## src/rtl/wdog_pkg.sv

```systemverilog
`timescale 1ns/1ps
package wdog_pkg;
  localparam int unsigned CNT_W = 12;

  typedef enum logic [1:0] {
    ACT_NONE      = 2'd0,
    ACT_RESET     = 2'd1,
    ACT_IRQ_PULSE = 2'd2,
    ACT_IRQ_LEVEL = 2'd3
  } act_e;

  // bit positions are software-visible
  typedef struct packed {
    act_e             action;    // 15:14
    logic             run_en;    // 13
    logic             div_en;    // 12
    logic [CNT_W-1:0] reload;    // 11:0
  } cfg_t;

  localparam int unsigned CFG_W = $bits(cfg_t);
endpackage

```

## src/rtl/wdog_cfg_lock.sv

```systemverilog
`timescale 1ns/1ps
module wdog_cfg_lock
  import wdog_pkg::*;
(
  input  logic             clk_i,
  input  logic             rst_ni,
  input  logic             wr_en_i,
  input  logic [CFG_W-1:0] wr_data_i,
  output cfg_t             cfg_o,
  output logic             locked_o,
  output logic [CNT_W-1:0] load_val_o,
  output logic             load_arm_o
);
  cfg_t cfg_q;
  logic locked_q;
  cfg_t wr_cfg;

  assign wr_cfg = cfg_t'(wr_data_i);

  always_ff @(posedge clk_i or negedge rst_ni) begin
    if (!rst_ni) begin
      cfg_q    <= '0;
      locked_q <= 1'b0;
    end else if (wr_en_i && !locked_q) begin
      cfg_q    <= wr_cfg;
      locked_q <= 1'b1;
    end
  end

  // first write loads from the bus, later ones from the frozen copy
  assign load_val_o = locked_q ? cfg_q.reload : wr_cfg.reload;
  assign load_arm_o = locked_q ? cfg_q.run_en : wr_cfg.run_en;
  assign cfg_o      = cfg_q;
  assign locked_o   = locked_q;

  p_cfg_frozen_r3: assert property (@(posedge clk_i) disable iff (!rst_ni)
    locked_q |=> (locked_q && $stable(cfg_q)));
endmodule

```

## src/rtl/wdog_prescale.sv

```systemverilog
`timescale 1ns/1ps
module wdog_prescale #(
  parameter int unsigned PRE_W = 14
) (
  input  logic clk_i,
  input  logic rst_ni,
  input  logic clr_i,
  input  logic run_i,
  output logic step_o
);
  localparam logic [PRE_W-1:0] PRE_MAX = {PRE_W{1'b1}};

  logic [PRE_W-1:0] cnt_q;

  always_ff @(posedge clk_i or negedge rst_ni) begin
    if (!rst_ni)    cnt_q <= '0;
    else if (clr_i) cnt_q <= '0;
    else if (run_i) cnt_q <= cnt_q + 1'b1;
  end

  assign step_o = run_i && (cnt_q == PRE_MAX);

  p_pre_clear_r4: assert property (@(posedge clk_i) disable iff (!rst_ni)
    clr_i |=> (cnt_q == '0));
endmodule

```

## src/rtl/wdog_countdown.sv

```systemverilog
`timescale 1ns/1ps
module wdog_countdown #(
  parameter int unsigned W = 12
) (
  input  logic         clk_i,
  input  logic         rst_ni,
  input  logic         load_i,
  input  logic [W-1:0] load_val_i,
  input  logic         arm_i,
  input  logic         step_i,
  output logic [W-1:0] count_o,
  output logic         fire_o
);
  logic [W-1:0] count_q;
  logic         armed_q;
  logic         zero;

  assign zero   = (count_q == '0);
  assign fire_o = step_i && !load_i && zero && armed_q;

  always_ff @(posedge clk_i or negedge rst_ni) begin
    if (!rst_ni) begin
      count_q <= '0;
      armed_q <= 1'b0;
    end else if (load_i) begin
      count_q <= load_val_i;
      armed_q <= arm_i;
    end else if (step_i) begin
      if (!zero)        count_q <= count_q - 1'b1;
      else if (armed_q) armed_q <= 1'b0;
    end
  end

  assign count_o = count_q;

  p_hold_zero_r7: assert property (@(posedge clk_i) disable iff (!rst_ni)
    (zero && !load_i) |=> (count_q == '0));
  p_one_step_r5: assert property (@(posedge clk_i) disable iff (!rst_ni)
    (step_i && !load_i && !zero) |=> (count_q == $past(count_q) - 1'b1));
  p_single_fire_r7: assert property (@(posedge clk_i) disable iff (!rst_ni)
    (fire_o && !load_i) |=> !fire_o);
endmodule

```

## src/rtl/wdog_lock_top.sv

```systemverilog
`timescale 1ns/1ps
module wdog_lock_top
  import wdog_pkg::*;
#(
  parameter int unsigned PRE_W = 14
) (
  input  logic             clk_i,
  input  logic             rst_ni,
  input  logic             tick_en_i,
  input  logic             wr_en_i,
  input  logic [CFG_W-1:0] wr_data_i,
  output logic [31:0]      rd_data_o,
  output logic             irq_o,
  output logic             rst_req_o
);
  localparam int unsigned PAD_W = 32 - 1 - CNT_W - CFG_W;

  cfg_t             cfg;
  logic             locked;
  logic [CNT_W-1:0] load_val;
  logic             load_arm;
  logic             running;
  logic             pre_step;
  logic             step;
  logic [CNT_W-1:0] count;
  logic             fire;
  logic             irq_pulse_q, irq_level_q, rst_level_q;

  wdog_cfg_lock u_cfg (
    .clk_i      (clk_i),
    .rst_ni     (rst_ni),
    .wr_en_i    (wr_en_i),
    .wr_data_i  (wr_data_i),
    .cfg_o      (cfg),
    .locked_o   (locked),
    .load_val_o (load_val),
    .load_arm_o (load_arm)
  );

  assign running = locked && cfg.run_en && tick_en_i;

  wdog_prescale #(.PRE_W(PRE_W)) u_pre (
    .clk_i  (clk_i),
    .rst_ni (rst_ni),
    .clr_i  (wr_en_i),
    .run_i  (running && cfg.div_en),
    .step_o (pre_step)
  );

  assign step = running && (cfg.div_en ? pre_step : 1'b1);

  wdog_countdown #(.W(CNT_W)) u_cnt (
    .clk_i      (clk_i),
    .rst_ni     (rst_ni),
    .load_i     (wr_en_i),
    .load_val_i (load_val),
    .arm_i      (load_arm),
    .step_i     (step),
    .count_o    (count),
    .fire_o     (fire)
  );

  always_ff @(posedge clk_i or negedge rst_ni) begin
    if (!rst_ni) begin
      irq_pulse_q <= 1'b0;
      irq_level_q <= 1'b0;
      rst_level_q <= 1'b0;
    end else begin
      irq_pulse_q <= fire && (cfg.action == ACT_IRQ_PULSE);
      if (fire && cfg.action == ACT_IRQ_LEVEL) irq_level_q <= 1'b1;
      if (fire && cfg.action == ACT_RESET)     rst_level_q <= 1'b1;
    end
  end

  assign irq_o     = irq_pulse_q | irq_level_q;
  assign rst_req_o = rst_level_q;
  assign rd_data_o = {locked, {PAD_W{1'b0}}, count, cfg};

  p_quiet_unlocked_r2: assert property (@(posedge clk_i) disable iff (!rst_ni)
    !locked |-> (!irq_o && !rst_req_o));
  p_count_bound_r5: assert property (@(posedge clk_i) disable iff (!rst_ni)
    locked |-> (count <= cfg.reload));
  p_kick_wins_r10: assert property (@(posedge clk_i) disable iff (!rst_ni)
    (wr_en_i && locked) |=> (count == cfg.reload));
  p_pulse_width_r8: assert property (@(posedge clk_i) disable iff (!rst_ni)
    (irq_o && cfg.action == ACT_IRQ_PULSE) |=> !irq_o);
  p_irq_hold_r9: assert property (@(posedge clk_i) disable iff (!rst_ni)
    (irq_o && cfg.action == ACT_IRQ_LEVEL) |=> irq_o);
  p_rst_hold_r9: assert property (@(posedge clk_i) disable iff (!rst_ni)
    rst_req_o |=> rst_req_o);
endmodule

```

## config.mk

```make
export PLATFORM = sky130hd
export DESIGN_NAME = wdog_lock_top
export DESIGN_NICKNAME = d
export VERILOG_FILES = /design/src/rtl/wdog_pkg.sv /design/src/rtl/wdog_cfg_lock.sv /design/src/rtl/wdog_prescale.sv /design/src/rtl/wdog_countdown.sv /design/src/rtl/wdog_lock_top.sv
export SDC_FILE = /design/constraint.sdc
export NUM_CORES = 1
export LEC_CHECK = 0
export CAP_MARGIN = 30
export CELL_PAD_IN_SITES_DETAIL_PLACEMENT = 0
export CELL_PAD_IN_SITES_GLOBAL_PLACEMENT = 1
export CORE_MARGIN = 2
export CORE_UTILIZATION = 30
export CTS_BUF_LIST = sky130_fd_sc_hd__clkbuf_8
export DETAILED_ROUTE_END_ITERATION = 12
export GPL_ROUTABILITY_DRIVEN = 1
export PLACE_DENSITY_LB_ADDON = 0.05
export SETUP_SLACK_MARGIN = 0.4
export SYNTH_ARGS = -nofsm -noshare
export SYNTH_HDL_FRONTEND = slang
export SYNTH_SLANG_ARGS = --single-unit
```

## constraint.sdc

```tcl
create_clock -name clk_i -period 1.79 [get_ports clk_i]
set_input_delay 0.358 -clock clk_i [delete_from_list [all_inputs] [get_ports clk_i]]
set_output_delay 0.358 -clock clk_i [all_outputs]
set_load 0.01 [all_outputs]
```

-- Word-level counts from Yosys, hierarchy flattened
Cells that the tools add are included.
- register bits: 47
- output and inout bits: 34
- logic and storage cells: 50
- bits of input ports: 20
- equality and inequality tests: 5
- multiplexer cells: 11
- bitwise logic cells: 1
- reduce and logical (&&, ||, !) cells: 20
- $add $sub $neg: 2
- operators by type and width (operator ; count):
    12-bit 2-to-1 mux ; 4
    14-bit 2-to-1 mux ; 2
    14-bit by 1-bit adder with 14-bit output, second input constant ; 1
    14-bit equality test, second input constant ; 1
    1-bit logical AND ; 12
    12-bit logical NOT ; 1
    12-bit by 1-bit subtractor with 12-bit output, second input constant ; 1
    2-bit nonzero test ; 3
    1-bit 2-to-1 mux ; 5
    2-bit equality test, second input constant ; 2
    2-bit AND reduction ; 2
    2-bit by 1-bit equality test with 1-bit output, second input constant ; 1
    1-bit logical NOT ; 2
    2-bit != test, second input constant ; 1
    1-bit OR ; 1

-- Logic depth before layout (Yosys ltp)
- word-level depth: 10
- gate-level depth with buffers: 8
- depth with buffers taken out: 7

-- Hierarchy
From an unflattened synthesis, not the netlist that was laid out.
- cells, all modules: 229
- area, all modules: 2541.2 µm²
- modules (own cells, without submodules) (module ; cells an instance ; area an instance (µm²) ; seq. area each (µm²) ; times used):
    wdog_cfg_lock ; 52 ; 857.1 ; 425.4 ; 1
    wdog_countdown ; 88 ; 793.3 ; 325.3 ; 1
    wdog_prescale ; 71 ; 725.7 ; 350.3 ; 1
    wdog_lock_top ; 18 ; 165.2 ; 75.1 ; 1

-- Worst setup path before layout
OpenSTA, ideal clock, no wires.
- path type: flip-flop to flip-flop
- from: reg u_cnt.count_q[0] (netlist: u_cnt.count_o[0])
- to: reg u_cnt.count_q[5] (netlist: u_cnt.count_o[5])
- clock period less this slack: 1.817 ns
- library setup time: 0.140 ns
- path slack: -0.027 ns
- arrival time: 1.677 ns
- cell stages (with the launch flop): 9
- cells stage by stage: dfrtp_1 -> inv_1 -> ha_1 -> nor2b_1 -> nand4_1 -> clkbuf_1 -> nand2_1 -> o311ai_1 -> o211ai_1
- longest elaborated chain between the ends: 4
- ends and longest elaborated chain (element ; RTL line ; RTL):
    start: declaration ; wdog_countdown.sv:14 ; logic [W-1:0] count_q;
    start signal: assignment ; wdog_countdown.sv:26 ; count_q <= load_val_i;
    start signal: assignment ; wdog_countdown.sv:29 ; if (!zero) count_q <= count_q - 1'b1;
    12-bit by 1-bit subtractor with 12-bit output ; wdog_countdown.sv:29 ;
    12-bit 2-to-1 mux ; wdog_countdown.sv:29 ;
    12-bit 2-to-1 mux ; wdog_countdown.sv:28 ; end else if (step_i) begin
    12-bit 2-to-1 mux ; wdog_countdown.sv:25 ; end else if (load_i) begin
Several ways; a longest one is shown, not always the timed one. The select of a mux whose other input is x is not followed.
A chain may end at the register's enable or synchronous reset.

-- Final worst setup path
- from: reg u_cnt.count_q[4] (netlist: u_cnt.count_o[4])
- to: reg u_cnt.count_q[10] (netlist: u_cnt.count_o[10])
The elaborated chain is that of the path after synthesis.

==> results.rst <==
.. list-table::
   :header-rows: 1

   * - Metric
     - Value
   * - Final TNS setup
     - -0.00385 ns
   * - Fin worst setup slack
     - -0.00385 ns
   * - Global-route wire length before repair
     - 11300 um
   * - Largest family of logic cells by synthesized area
     - simple AND/OR/NAND/NOR gates
   * - Top Ports
     - 54
   * - Leakage power of the design
     - 1.94 nW
   * - Setup clock skew after layout
     - roughly 0.013 ns
   * - Final hold violation count
     - 0
   * - Multiplexer share of the synthesized area
     - 12.3%
   * - Count of unresolved DRC violations after routing
     - 0
   * - Share of synthesized area occupied by flip-flops and latches
     - 48.2%
   * - Status
     - finished, violations left
   * - Most common cell after layout, fill and taps aside
     - buf_4
   * - TritonCTS Buffers
     - 5
   * - Worst hold slack across all endpoints
     - 0.0320 ns
   * - Drt total wl
     - 7160 um
   * - Max-slew violation count
     - 0
   * - Via count of the first global-routing pass
     - 2206
   * - Final std cell area, no fill
     - 4070 sq um
   * - Std cell rows
     - 32
   * - Highest clock frequency the design can meet
     - 557 MHz
   * - Area after DPL
     - between 3000 and 4000 sq um
   * - Req. time, crit path
     - 1.99 ns
   * - Final clock period utilization by the worst path
     - 100%
   * - Relative area change from synthesis to final layout
     - 67.0%
   * - Worst Path Max Fanout
     - 4
   * - RSZ-0062 raised after global routing
     - true
   * - Initial core utilization
     - a little under a third
   * - Placer's final routability congestion estimate
     - 0.765
   * - Critical path launch point type
     - flip-flop
   * - Cell seen most often among critical-path stages
     - o31a_1
   * - Type of the most critical hold path
     - primary input to asynchronous set/reset pin
   * - Post-layout min period
     - 1.79 ns
   * - DRT antenna net count
     - 0
   * - Share of final-layout standard cells stronger than drive strength 1
     - 46.8%
   * - Simple-gate area share of the yosys netlist
     - 18.5%
   * - Net total in the final layout
     - 380
   * - Post-synthesis share of cell area spent on xor and xnor gates
     - 3.59%
   * - Final Setup Violations
     - 1
   * - Arrival time of the worst setup path
     - 1.99 ns
   * - Global route overflow
     - 0
   * - Routed wire length per instance
     - between 15 and 20 um
   * - Top library cells by usage in the layout, fill and taps aside
     - 58 x buf_4, 43 x dfrtp_1, 27 x buf_6, 17 x clkdlybuf4s50_1, 16 x mux2_4
   * - Number of buffers on the longest clock path
     - 2
   * - Total global-route track usage
     - 16.5%
   * - Area share of fa/ha/maj cells after synthesis
     - 1.54%
   * - First-pass iteration count of the detailed router
     - 4
   * - Cell count after synthesis
     - 228
   * - Ordered cell list for the critical path
     - nor3_4, nand2b_1, or3_4, o31a_1, o31a_1
   * - Clock latency on the worst-skew pair
     - 0.30 ns
   * - Total die area
     - 8870 sq um
   * - Yosys synthesis warning count
     - 0
   * - Share of async-settable or async-resettable flops after synthesis
     - 100%
   * - Top_reg_cell synth
     - dfrtp_1
   * - Number of antenna violations at the first check in global routing
     - 0
   * - Critical path's largest stage delay
     - 0.47 ns
   * - Post-synthesis compound-gate area fraction
     - 11.4%
   * - Yosys reg bits
     - 47
   * - Detailed Place HPWL
     - about 4700 um
   * - Total via count in the routed design
     - about 2300
   * - Endpoint kind of the worst setup timing path
     - flip-flop
   * - Power density over the cells
     - a little under 700 nW/um^2
   * - Post-synthesis cell type count
     - 48
   * - Total clock sinks
     - 47
   * - Clock Tree Root
     - clkbuf_8
   * - Largest net degree at the start of global routing
     - 48
   * - Design Power
     - between 2 and 3 mW
   * - Vertical die dimension
     - roughly 94 um
   * - Post-synthesis average cell area
     - about 11 sq um
   * - Mean number of vias per cell
     - 4.98
   * - Synthesized cell area
     - 2440 sq um
   * - Number of flops mapped to enable cells by yosys
     - 0
   * - H-tree lvl count
     - 2
   * - Failing checks
     - setup timing
   * - Number of buffer cells added on primary ports
     - 50
   * - Slowest stage cell, crit path
     - dfrtp_2
   * - CTS Hold Bufs
     - 0
   * - Crit-path leading delay family
     - simple AND/OR/NAND/NOR gates
   * - Antenna cell count
     - 0
   * - Maxcap violations
     - 0
   * - Worst Path Buf+Inv
     - 0
   * - Peak supply drop
     - between 0.0002 and 0.0003 V
   * - Clk slew on worst S/H paths
     - 0.09 ns
   * - Iter 0 DRT Violations
     - 87
   * - Util after Layout
     - a little over half
   * - Core area
     - slightly below 8000 sq um
   * - Die outline width
     - 94.2 um
   * - TritonCTS clock tree
     - yes
   * - Crit Path Class
     - flip-flop to flip-flop
   * - Setup slack on the worst flop-to-flop path
     - -0.004 ns
[synth_stat cells (all sizes together), types with 4 or more instances]
cell type	count	area share [%]
mux2i	12	4.9
nor2	17	2.6
mux2	16	7.4
nand2	10	1.5
xor2	7	2.5
or3	6	1.6
o21ai	7	1.4
o211ai	8	2.5
nand4	10	2.6
o31a	5	1.8
clkbuf	4	0.62
inv	5	0.77
nand3	9	2.4
a21oi	5	1.0
nor3	5	1.0
buf	11	2.7
dfrtp	47	48
nor4	4	1.3
[worst paths after layout]
| kind | start | to | cells after the start |
|---|---|---|---|
| worst max-delay path | u_cnt.count_o[4] | u_cnt.count_o[10] | 5 |
| worst min-delay path | rst_ni | u_cfg.cfg_o[10] | 2 |
| worst max register to register | u_cnt.count_o[4] | u_cnt.count_o[10] | 5 |
| worst min register to register | irq_level_q | irq_level_q | 1 |
| max in group asynchronous | rst_ni | u_cfg.locked_o | 2 |
| min in group clk_i | irq_level_q | irq_level_q | 1 |
[metrics by stage]
step | worst slack (ns) | instances
global placement | -0.370 | 418
CTS | 0.0187 | 443
floorplan | 0.0716 | 230
global route | -0.0818 | 459
detailed placement | -0.395 | 418
finish | -0.00385 | 459
[power by group]
| group | total [mW] | internal (mW) | leakage (nW) | switching [mW] |
|---|---|---|---|---|
| Combinational | 0.789 | 0.441 | 1.29 | 0.347 |
| Sequential | 1.22 | 1.15 | 0.599 | 0.0764 |
| Clock | 0.770 | 0.405 | 0.0554 | 0.365 |
| Total | 2.78 | 1.99 | 1.94 | 0.789 |
[final cells by class]
| cell class | count | area [sq um] |
|---|---|---|
| Inverter | 6 | 22.5 |
| Clock buffer | 5 | 68.8 |
| Multi-Input combinational cell | 163 | 1450 |
| Timing Repair Buffer | 134 | 1190 |
| Clock inverter | 2 | 33.8 |
| Tap cell | 102 | 128 |
| Fill cell | 764 | 3730 |
| Sequential cell | 47 | 1180 |
[metal layers]
layer / global-route usage [%] / share of wire [%] / vias to the layer above
met1: 24.5 / 50 / 1138
met5: 0 / 0 / -
met2: 24.4 / 45 / 44
li1: - / - / 1097
met4: 3.99 / 0.98 / 0
met3: 3.13 / 3.6 / 6
[state kept, by name (all words and copies together) (netlist names)]
signal and flops:
irq_pulse_q 1, u_pre.cnt_q 14, rst_req_o 1, u_cfg.cfg_o 16
irq_level_q 1, u_cnt.armed_q 1, u_cnt.count_o 12, u_cfg.locked_o 1
[cells by family (layout without fill, tap and decap cells)]
group | count (synthesis) | count (layout)
buf+inv | 21 | 147
compound gates | 39 | 40
simple gates | 79 | 79
mux | 28 | 28
xor+xnor | 10 | 10
fa+ha+maj | 3 | 3
flops | 47 | 47
other cells | 1 | 3
[repair_timing]
item,4_1_cts,5_1_grt
setup buffers,16,16
pin swaps,16,24
setup endpoints to repair,76,65
gates cloned,2,0
gates resized for setup,104,63
No activity file was read; power rests on OpenSTA's default activity.
